===== src/rtl/pwa_pkg.sv =====
package pwa_pkg;
    localparam int INSN_W = 32;

    typedef enum logic [1:0] {
        SZ_B8   = 2'b00,
        SZ_H16  = 2'b01,
        SZ_W32  = 2'b10,
        SZ_RSVD = 2'b11
    } esize_e;

    typedef struct packed {
        logic   hit;
        logic   reserved;
        logic   wide;
        logic   unsgn;
        logic   accum;
        esize_e size;
    } op_dec_t;

    typedef enum logic {
        ST_EMPTY = 1'b0,
        ST_HELD  = 1'b1
    } state_e;
endpackage


===== src/rtl/pwa_decode.sv =====
module pwa_decode
    import pwa_pkg::*;
(
    input  logic [INSN_W-1:10] insn,
    output op_dec_t            dec
);
    logic fixed_ok;

    always_comb begin
        fixed_ok = (insn[31] == 1'b0) && (insn[28:24] == 5'b01110)
                && (insn[21:15] == 7'b1000000) && (insn[13:10] == 4'b1010);
        dec.hit      = fixed_ok;
        dec.size     = esize_e'(insn[23:22]);
        dec.reserved = fixed_ok && (insn[23:22] == 2'b11);
        dec.wide     = insn[30];
        dec.unsgn    = insn[29];
        dec.accum    = insn[14];
    end
endmodule


===== src/rtl/pwa_lane.sv =====
module pwa_lane #(
    parameter int EW = 8
) (
    input  logic [EW-1:0]   elem_lo,
    input  logic [EW-1:0]   elem_hi,
    input  logic [2*EW-1:0] acc_in,
    input  logic            unsgn,
    input  logic            accum,
    output logic [2*EW-1:0] sum
);
    logic [2*EW-1:0] lo_x, hi_x, base;

    always_comb begin
        lo_x = {{EW{~unsgn & elem_lo[EW-1]}}, elem_lo};
        hi_x = {{EW{~unsgn & elem_hi[EW-1]}}, elem_hi};
        base = accum ? acc_in : '0;
        sum  = lo_x + hi_x + base;
    end
endmodule


===== src/rtl/pwa_vec.sv =====
module pwa_vec #(
    parameter int EW    = 8,
    parameter int VEC_W = 128
) (
    input  logic [VEC_W-1:0] src,
    input  logic [VEC_W-1:0] dst,
    input  logic             unsgn,
    input  logic             accum,
    output logic [VEC_W-1:0] res
);
    localparam int RW    = 2 * EW;
    localparam int LANES = VEC_W / RW;

    for (genvar e = 0; e < LANES; e++) begin : g_lane
        pwa_lane #(.EW(EW)) u_lane (
            .elem_lo (src[(2*e)*EW +: EW]),
            .elem_hi (src[(2*e+1)*EW +: EW]),
            .acc_in  (dst[e*RW +: RW]),
            .unsgn   (unsgn),
            .accum   (accum),
            .sum     (res[e*RW +: RW])
        );
    end
endmodule


===== src/rtl/pairwise_widen_add.sv =====
module pairwise_widen_add
    import pwa_pkg::*;
#(
    parameter int VEC_W     = 128,
    parameter int NUM_SIZES = 3
) (
    input  logic              clk,
    input  logic              rst_n,
    input  logic              req_valid,
    output logic              req_ready,
    input  logic [31:0]       req_insn,
    input  logic [VEC_W-1:0]  req_src,
    input  logic [VEC_W-1:0]  req_dst,
    output logic              rsp_valid,
    input  logic              rsp_ready,
    output logic [VEC_W-1:0]  rsp_data,
    output logic              rsp_wr_en,
    output logic              rsp_illegal
);
    localparam int HALF_W = VEC_W / 2;

    op_dec_t          dec;
    logic [VEC_W-1:0] by_size [NUM_SIZES];
    logic [VEC_W-1:0] picked, result_d;
    logic             wr_d, ill_d, accept;
    state_e           state, state_nx;
    logic             wide_q;

    pwa_decode u_dec (.insn(req_insn[31:10]), .dec(dec));

    for (genvar s = 0; s < NUM_SIZES; s++) begin : g_size
        pwa_vec #(.EW(8 << s), .VEC_W(VEC_W)) u_vec (
            .src   (req_src),
            .dst   (req_dst),
            .unsgn (dec.unsgn),
            .accum (dec.accum),
            .res   (by_size[s])
        );
    end

    always_comb begin
        picked = by_size[0];
        for (int s = 1; s < NUM_SIZES; s++)
            if (int'(dec.size) == s) picked = by_size[s];
        if (!dec.wide) picked[VEC_W-1:HALF_W] = '0;
        wr_d     = dec.hit && !dec.reserved;
        ill_d    = dec.reserved;
        result_d = wr_d ? picked : req_dst;
    end

    assign rsp_valid = (state == ST_HELD);
    assign req_ready = (state == ST_EMPTY) || rsp_ready;
    assign accept    = req_valid && req_ready;

    always_comb begin
        state_nx = state;
        unique case (state)
            ST_EMPTY: if (accept) state_nx = ST_HELD;
            ST_HELD:  if (rsp_ready && !req_valid) state_nx = ST_EMPTY;
            default:  state_nx = ST_EMPTY;
        endcase
    end

    always_ff @(posedge clk or negedge rst_n) begin
        if (!rst_n) state <= ST_EMPTY;
        else        state <= state_nx;
    end

    always_ff @(posedge clk or negedge rst_n) begin
        if (!rst_n) begin
            rsp_data    <= '0;
            rsp_wr_en   <= 1'b0;
            rsp_illegal <= 1'b0;
            wide_q      <= 1'b0;
        end else if (accept) begin
            rsp_data    <= result_d;
            rsp_wr_en   <= wr_d;
            rsp_illegal <= ill_d;
            wide_q      <= dec.wide;
        end
    end


    accept_latency_chk: assert property (@(posedge clk) disable iff (!rst_n)
        accept |=> rsp_valid);


    stall_ready_chk: assert property (@(posedge clk) disable iff (!rst_n)
        (rsp_valid && !rsp_ready) |-> !req_ready);


    stall_hold_chk: assert property (@(posedge clk) disable iff (!rst_n)
        (rsp_valid && !rsp_ready) |=> (rsp_valid && $stable(rsp_data)
                                       && $stable(rsp_wr_en) && $stable(rsp_illegal)));


    narrow_upper_zero_chk: assert property (@(posedge clk) disable iff (!rst_n)
        (rsp_valid && rsp_wr_en && !wide_q) |-> (rsp_data[VEC_W-1:HALF_W] == '0));


    flag_exclusive_chk: assert property (@(posedge clk) disable iff (!rst_n)
        rsp_valid |-> !(rsp_wr_en && rsp_illegal));
endmodule


===== config.mk =====
export PLATFORM = sky130hd
export DESIGN_NAME = pairwise_widen_add
export DESIGN_NICKNAME = d
export VERILOG_FILES = /design/src/rtl/pwa_pkg.sv /design/src/rtl/pwa_decode.sv /design/src/rtl/pwa_lane.sv /design/src/rtl/pwa_vec.sv /design/src/rtl/pairwise_widen_add.sv
export SDC_FILE = /design/constraint.sdc
export NUM_CORES = 2
export LEC_CHECK = 0
export BUFFER_PORTS_ARGS = -buffer_cell sky130_fd_sc_hd__buf_2
export CORE_MARGIN = 10
export CORE_UTILIZATION = 40
export DETAILED_ROUTE_END_ITERATION = 8
export GPL_TIMING_DRIVEN = 1
export PLACE_DENSITY = 0.67
export SYNTH_ARGS = -nofsm -noshare
export SYNTH_HDL_FRONTEND = slang
export SYNTH_SLANG_ARGS = --single-unit
export TNS_END_PERCENT = 20

===== constraint.sdc =====
create_clock -name clk -period 2.06 [get_ports clk]
set_input_delay 0.103 -clock clk [delete_from_list [all_inputs] [get_ports clk]]
set_output_delay 0.103 -clock clk [all_outputs]
set_load 0.01 [all_outputs]

Word-level counts from Yosys, hierarchy flattened

Cells that the tools add are included.

Add/sub/neg operators: 28
Reduce and logical (&&, ||, !) cells: 10
Eq/ne operators: 6
Bitwise operators: 19
Muxes and demuxes: 21

Operators by type and width:

| kind                 | number |
|---|---|
| $mux W128            | 3 |
| $mux W64             | 3 |
| $add A16 B16 Y16     | 8 |
| $add A32 B32 Y32     | 4 |
| $add A64 B64 Y64     | 2 |
| $mux W16             | 8 |
| $mux W32             | 4 |
| $add A9 B9 Y10       | 8 |
| $add A17 B17 Y18     | 4 |
| $add A33 B33 Y34     | 2 |
| $and A1 B1 Y1        | 16 |
| $eq A7 B7 Y1 const B | 1 |
| $logic_and A1 B1 Y1  | 7 |
| $eq A2 B2 Y1 const B | 3 |
| $eq A5 B4 Y1 const B | 1 |
| $eq A4 B4 Y1 const B | 1 |
| $not A1 Y1           | 3 |
| $logic_not A1 Y1     | 2 |
| $mux W1              | 2 |
| $pmux W1 S2          | 1 |
| $logic_or A1 B1 Y1   | 1 |

Word-level logic and storage cells: 88
Bits of input ports: 292
Output and inout port bits: 132
Flip-flop bits (word level): 131

Depth between registers and ports, before layout

Depth in word-level cells: 8
Gate-level depth with buffers: 34
Depth with buffers taken out: 34

Modules after synthesis

A second synthesis with hierarchy kept.

Cell total of the unflattened synthesis: 5971
Area, all modules: 45989.1 µm²

Modules (own cells, without submodules):

| module                                          | times used | cells each | sequential area each (µm²) | area each (µm²) |
|---|---|---|---|---|
| pwa_lane (g_size[2].u_vec.g_lane[0].u_lane ...) | 2          | 885        | 0.0                        | 5873.1 |
| pairwise_widen_add                              | 1          | 1037       | 3278.1                     | 11173.2 |
| pwa_lane (g_size[0].u_vec.g_lane[0].u_lane ...) | 8          | 188        | 0.0                        | 1380.1 |
| pwa_lane (g_size[1].u_vec.g_lane[0].u_lane ...) | 3          | 412        | 0.0                        | 2960.3 |
| pwa_lane (g_size[1].u_vec.g_lane[3].u_lane)     | 1          | 409        | 0.0                        | 3040.4 |
| pwa_decode                                      | 1          | 15         | 0.0                        | 107.6 |

Worst setup path before layout

No wires, ideal clock.

Path kind: input port to flip-flop
From: in req_src[0]
To: reg rsp_data[63]
Library setup time: 119 ps
Data required time: 1941 ps
Buffers on the path: 1
Cell stages on the path: 31
Data arrival time: 6313 ps
Path slack: -4372 ps
Path through: ha_1 > fa_1 > a21o_1 > a21oi_1 > o21bai_1 > a21oi_1 > nor3_1 > a2111oi_0 > o31ai_1 > o41ai_1 > nor2b_1 > nor4_1 > nor2_1 > nor2_1 > o21ai_0 > xor2_1 > ha_1 > clkbuf_1 > nand2_1 > nor3_1 > and2_1 > a221o_1 > a31oi_1 > o21ai_0 > a31oi_1 > o31a_1 > o21ai_0 > a21oi_1 > xnor2_1 > nor2_1 > o21a_1

Longest elaborated chain between the ends: 4

RTL lines:

| what                 | line                     | text |
|---|---|---|
| from (decl)          | pairwise_widen_add.sv:12 | `input logic [VEC_W-1:0] req_src,` |
| $add A33 B33 Y34     | pwa_lane.sv:17           | `sum = lo_x + hi_x + base;` |
| $add A64 B64 Y64     | pwa_lane.sv:17           |  |
| $mux W128            | pairwise_widen_add.sv:44 | `if (int'(dec.size) == s) picked = by_size[s];` |
| $mux W128            | pairwise_widen_add.sv:48 | `result_d = wr_d ? picked : req_dst;` |
| to (signal assigned) | pairwise_widen_add.sv:76 | `rsp_data <= result_d;` |
| to (decl)            | pairwise_widen_add.sv:16 | `output logic [VEC_W-1:0] rsp_data,` |

No other way between the ends.
A chain may end at the register's enable or synchronous reset.

Worst setup path after layout

From: in req_src[64]
To: reg rsp_data[113]

Longest elaborated chain between the ends: 5

RTL lines:

| what             | line                     | text |
|---|---|---|
| $add A33 B33 Y34 | pwa_lane.sv:17           |  |
| $add A64 B64 Y64 | pwa_lane.sv:17           |  |
| $mux W128        | pairwise_widen_add.sv:44 |  |
| $mux W64         | pairwise_widen_add.sv:45 | `if (!dec.wide) picked[VEC_W-1:HALF_W] = '0;` |
| $mux W128        | pairwise_widen_add.sv:48 |  |

No other way between the ends.

==> results_dict.tcl <==
set metrics [dict create \
    rsz0062_at_grt "true" \
    fmax_mhz 182 \
    initial_core_util_pct 40.5 \
    die_height_um 314 \
    synth_top_area_cell "ha_1" \
    p_sw_mw 13.5 \
    crit_fanout 6 \
    drv_slew 0 \
    clk_pin_slew_ps 70 \
    pre_cts_ws_ps -4070 \
    gr-total-overflow 0 \
    skew_ps 11.4 \
    synth_ff_type "dfrtp_1" \
    comb_power_share_pct 77.3 \
    routed_wl_um 172000 \
    die_w_um 314 \
    crit_top_cell "a21o_1" \
    drcViolationCount 0 \
    ant_nets 0 \
    synthDominantCellAreaShare_pct 19.9 \
    grt_pass1_wl_um 258000 \
    dp_hpwl_um 143000 \
    cpLargestDelayFamily "compound AO/OA/AOI/OAI gates" \
    numCtsBuffers 17 \
    max-slew-margin-rel_pct 55.6 \
    crit_type "in2reg" \
    area_delta_synth_final_pct 58.3 \
    grt_usage_pct 33.0 \
    yosysUniqueCellTypes 94 \
    fill_cells 7601 \
    firstDrtPassIters 6 \
    hp-class "in2reg" \
    startpoint_type "input port" \
    dpl.cell_count 7912 \
    grt_pass1_vias 45189 \
    root_buffer "clkbuf_16" \
    vias 46050 \
    vias_per_cell 5.69 \
    sequentialPowerShare_pct 10.7 \
    synth_seq_cells 131 \
    power_leakage_nw 27.9 \
    cts_tree "built" \
    syn_nets 5673 \
    finalNonFillerCells 8098 \
    clock_sinks 131 \
    cts_buffer_depth 2 \
    grt_start_max_net_pins 59 \
    worst_pin_slew_ps 661 \
    die-area_um2 98800 \
    num-nets-final 7808 \
    yosysSeqAreaShare_pct 9.46 \
    power_density_nw_per_um2 551 \
    syn_area_um2 34600 \
    post-route-period-util_pct 266 \
    finalHoldViolCount 0 \
    cp.arrival_ps 5840 \
    fin_util_pct 64.1 \
    grt_antenna_before_repair 6 \
    gp_congestion 1.02 \
    io_pins 424 \
    post-synth-top-count-cell "ha_1" \
    outcome "complete, but fails checks" \
    async_flop_share_pct 100 \
    port_buffers 413 \
    cp.required_ps 2420 \
    cp_num_buf_inv 6 \
    clockPowerShare_pct 12.0 \
    layout-drive-gt1-share_pct 38.0 \
    worst_path_max_delay_cell "a311o_1" \
    period_needed_ps 5480 \
    rows 107 \
    avgSynthCellArea_um2 7.21 \
    ys_warn_count 0 \
    cts_max_level 4 \
    routedWlPerCell_um 21.2 \
    postSynthCellCount 4802 \
    internal-power_mw 16.7 \
    synthTopCellsByCount "ha_1, a21oi_1, nand2_1" \
    p_sw_share_pct 44.8 \
    peakVddDrop_uv 641 \
    first_iter_violations 4114 \
    layout_setup_ws_ps -3420 \
    synth-edff-count 0 \
    critPathMaxStageDelay_ps 370 \
    clk_latency_ps 480 \
    ys_top_cells_by_area "ha_1, dfrtp_1, xnor2_1, a21oi_1, o21ai_0" \
    setup_violations 124 \
    failed_checks "negative setup slack" \
    endpoint_kind "register" \
    fin_tns_setup_ps -315920 \
    core_um2 85500 \
    maxCapViolCount 0 \
]
-- worst paths after layout --
| kind | start | depth (start not counted) | slack, ps | to |
|---|---|---|---|---|
| hold reg to reg | rsp_data[59]$_DFFE_PN0P_ | 2 | 480 | rsp_data[59]$_DFFE_PN0P_ |
| setup reg to reg | rsp_valid$_DFF_PN0_ | 7 | -40 | rsp_data[28]$_DFFE_PN0P_ |
| min in group asynchronous | rst_n | 2 | 110 | rsp_data[106]$_DFFE_PN0P_ |
| setup / recovery | req_src[64] | 37 | -3420 | rsp_data[113]$_DFFE_PN0P_ |
| max in group asynchronous | rst_n | 3 | 1300 | rsp_wr_en$_DFFE_PN0P_ |
| hold / removal | req_dst[82] | 4 | 10 | rsp_data[82]$_DFFE_PN0P_ |
-- flip-flops by register name (all words and copies together) (netlist names) --
signal	flops
rsp_data	128
rsp_illegal	1
rsp_valid	1
rsp_wr_en	1
-- cell families after synthesis --
kind of cell | after synthesis | synth area share [%]
flip-flops | 131 | 9.46
adder cells (fa/ha/maj) | 579 | 21.5
buffers and inverters | 417 | 4.57
XOR/XNOR | 494 | 12.8
multiplexers | 36 | 1.08
AND/OR/NAND/NOR | 1468 | 20.0
AO/OA/AOI/OAI | 1677 | 30.6
-- repair_timing --
item                                    4_1_cts  5_1_grt
pin swaps                                   193      100
setup buffers                                69       30
endpoints found under the hold margin       185        0
hold buffers                                 55        0
resized for setup                           316      147
endpoints found under the setup margin      125      126
-- placed cells by master (no fill, tap or decap), drive strengths merged, types with 38 or more instances in the layout --
cell type	Yosys	routed
a211oi	49	49
a21boi	40	40
a21o	158	158
a21oi	516	516
a221oi	38	38
a31oi	64	64
and2	110	110
and3	54	54
buf	15	2223
dfrtp	131	131
dlygate4sd3	0	55
ha	551	551
inv	251	256
nand2	416	416
nand2b	63	63
nand3	109	109
nor2	414	414
nor2b	73	73
nor3	102	102
o211ai	41	41
o21a	63	63
o21ai	371	371
o21bai	91	91
o22ai	40	40
xnor2	358	358
xor2	129	129
-- routing by layer --
| layer | global-route usage (%) | share of wire [%] | vias to the layer above |
|---|---|---|---|
| met5 | 0 | 0.022 | - |
| met2 | 53.9 | 45 | 2043 |
| met1 | 42.7 | 42 | 21862 |
| met4 | 9.95 | 3.3 | 6 |
| li1 | - | - | 21784 |
| met3 | 7.84 | 9.7 | 355 |
-- worst reg2reg max path: stages (launching register included) --
cell	delay, ps
dfrtp_1	370
nand2b_1	170
and2_4	310
nand2_1	270
a311oi_1	420
o221ai_2	220
buf_4	190
nand3_1	80
-- power groups by stage --
| stage | Sequential, mW | Clock [mW] | Combinational [mW] |
|---|---|---|---|
| finish | 3.22 | 3.64 | 23.4 |
| floorplan | 3.29 | 0 | 11.3 |
| detailed placement | 3.23 | 0 | 21.3 |
| global placement | 3.23 | 0 | 21.0 |
| global route | 3.23 | 3.76 | 25.3 |
| CTS | 3.20 | 3.66 | 22.5 |
-- cell type report --
type,instances,area (µm²),area share (%)
well taps,1144,1430,2.61
diodes,4,10.0,0.0183
inverters,255,957,1.75
flip-flops and latches,131,3280,5.98
multi-input cells,4254,31800,58.0
repair buffers,2278,16700,30.4
clock inverters,13,221,0.404
clock buffers,19,443,0.808
-- per-stage QoR --
stage | instance area [µm²] | power (mW) | hold slack (ps)
final | 54800 | 30.2 | 11.4
after global routing | 54800 | 32.2 | 21.0
after CTS | 54000 | 29.3 | 1.65
after detailed placement | 51100 | 24.6 | 64.4
after global placement | 51100 | 24.3 | 66.4
after floorplan | 35000 | 14.6 | -193
Power figures use the tool's default switching activity.
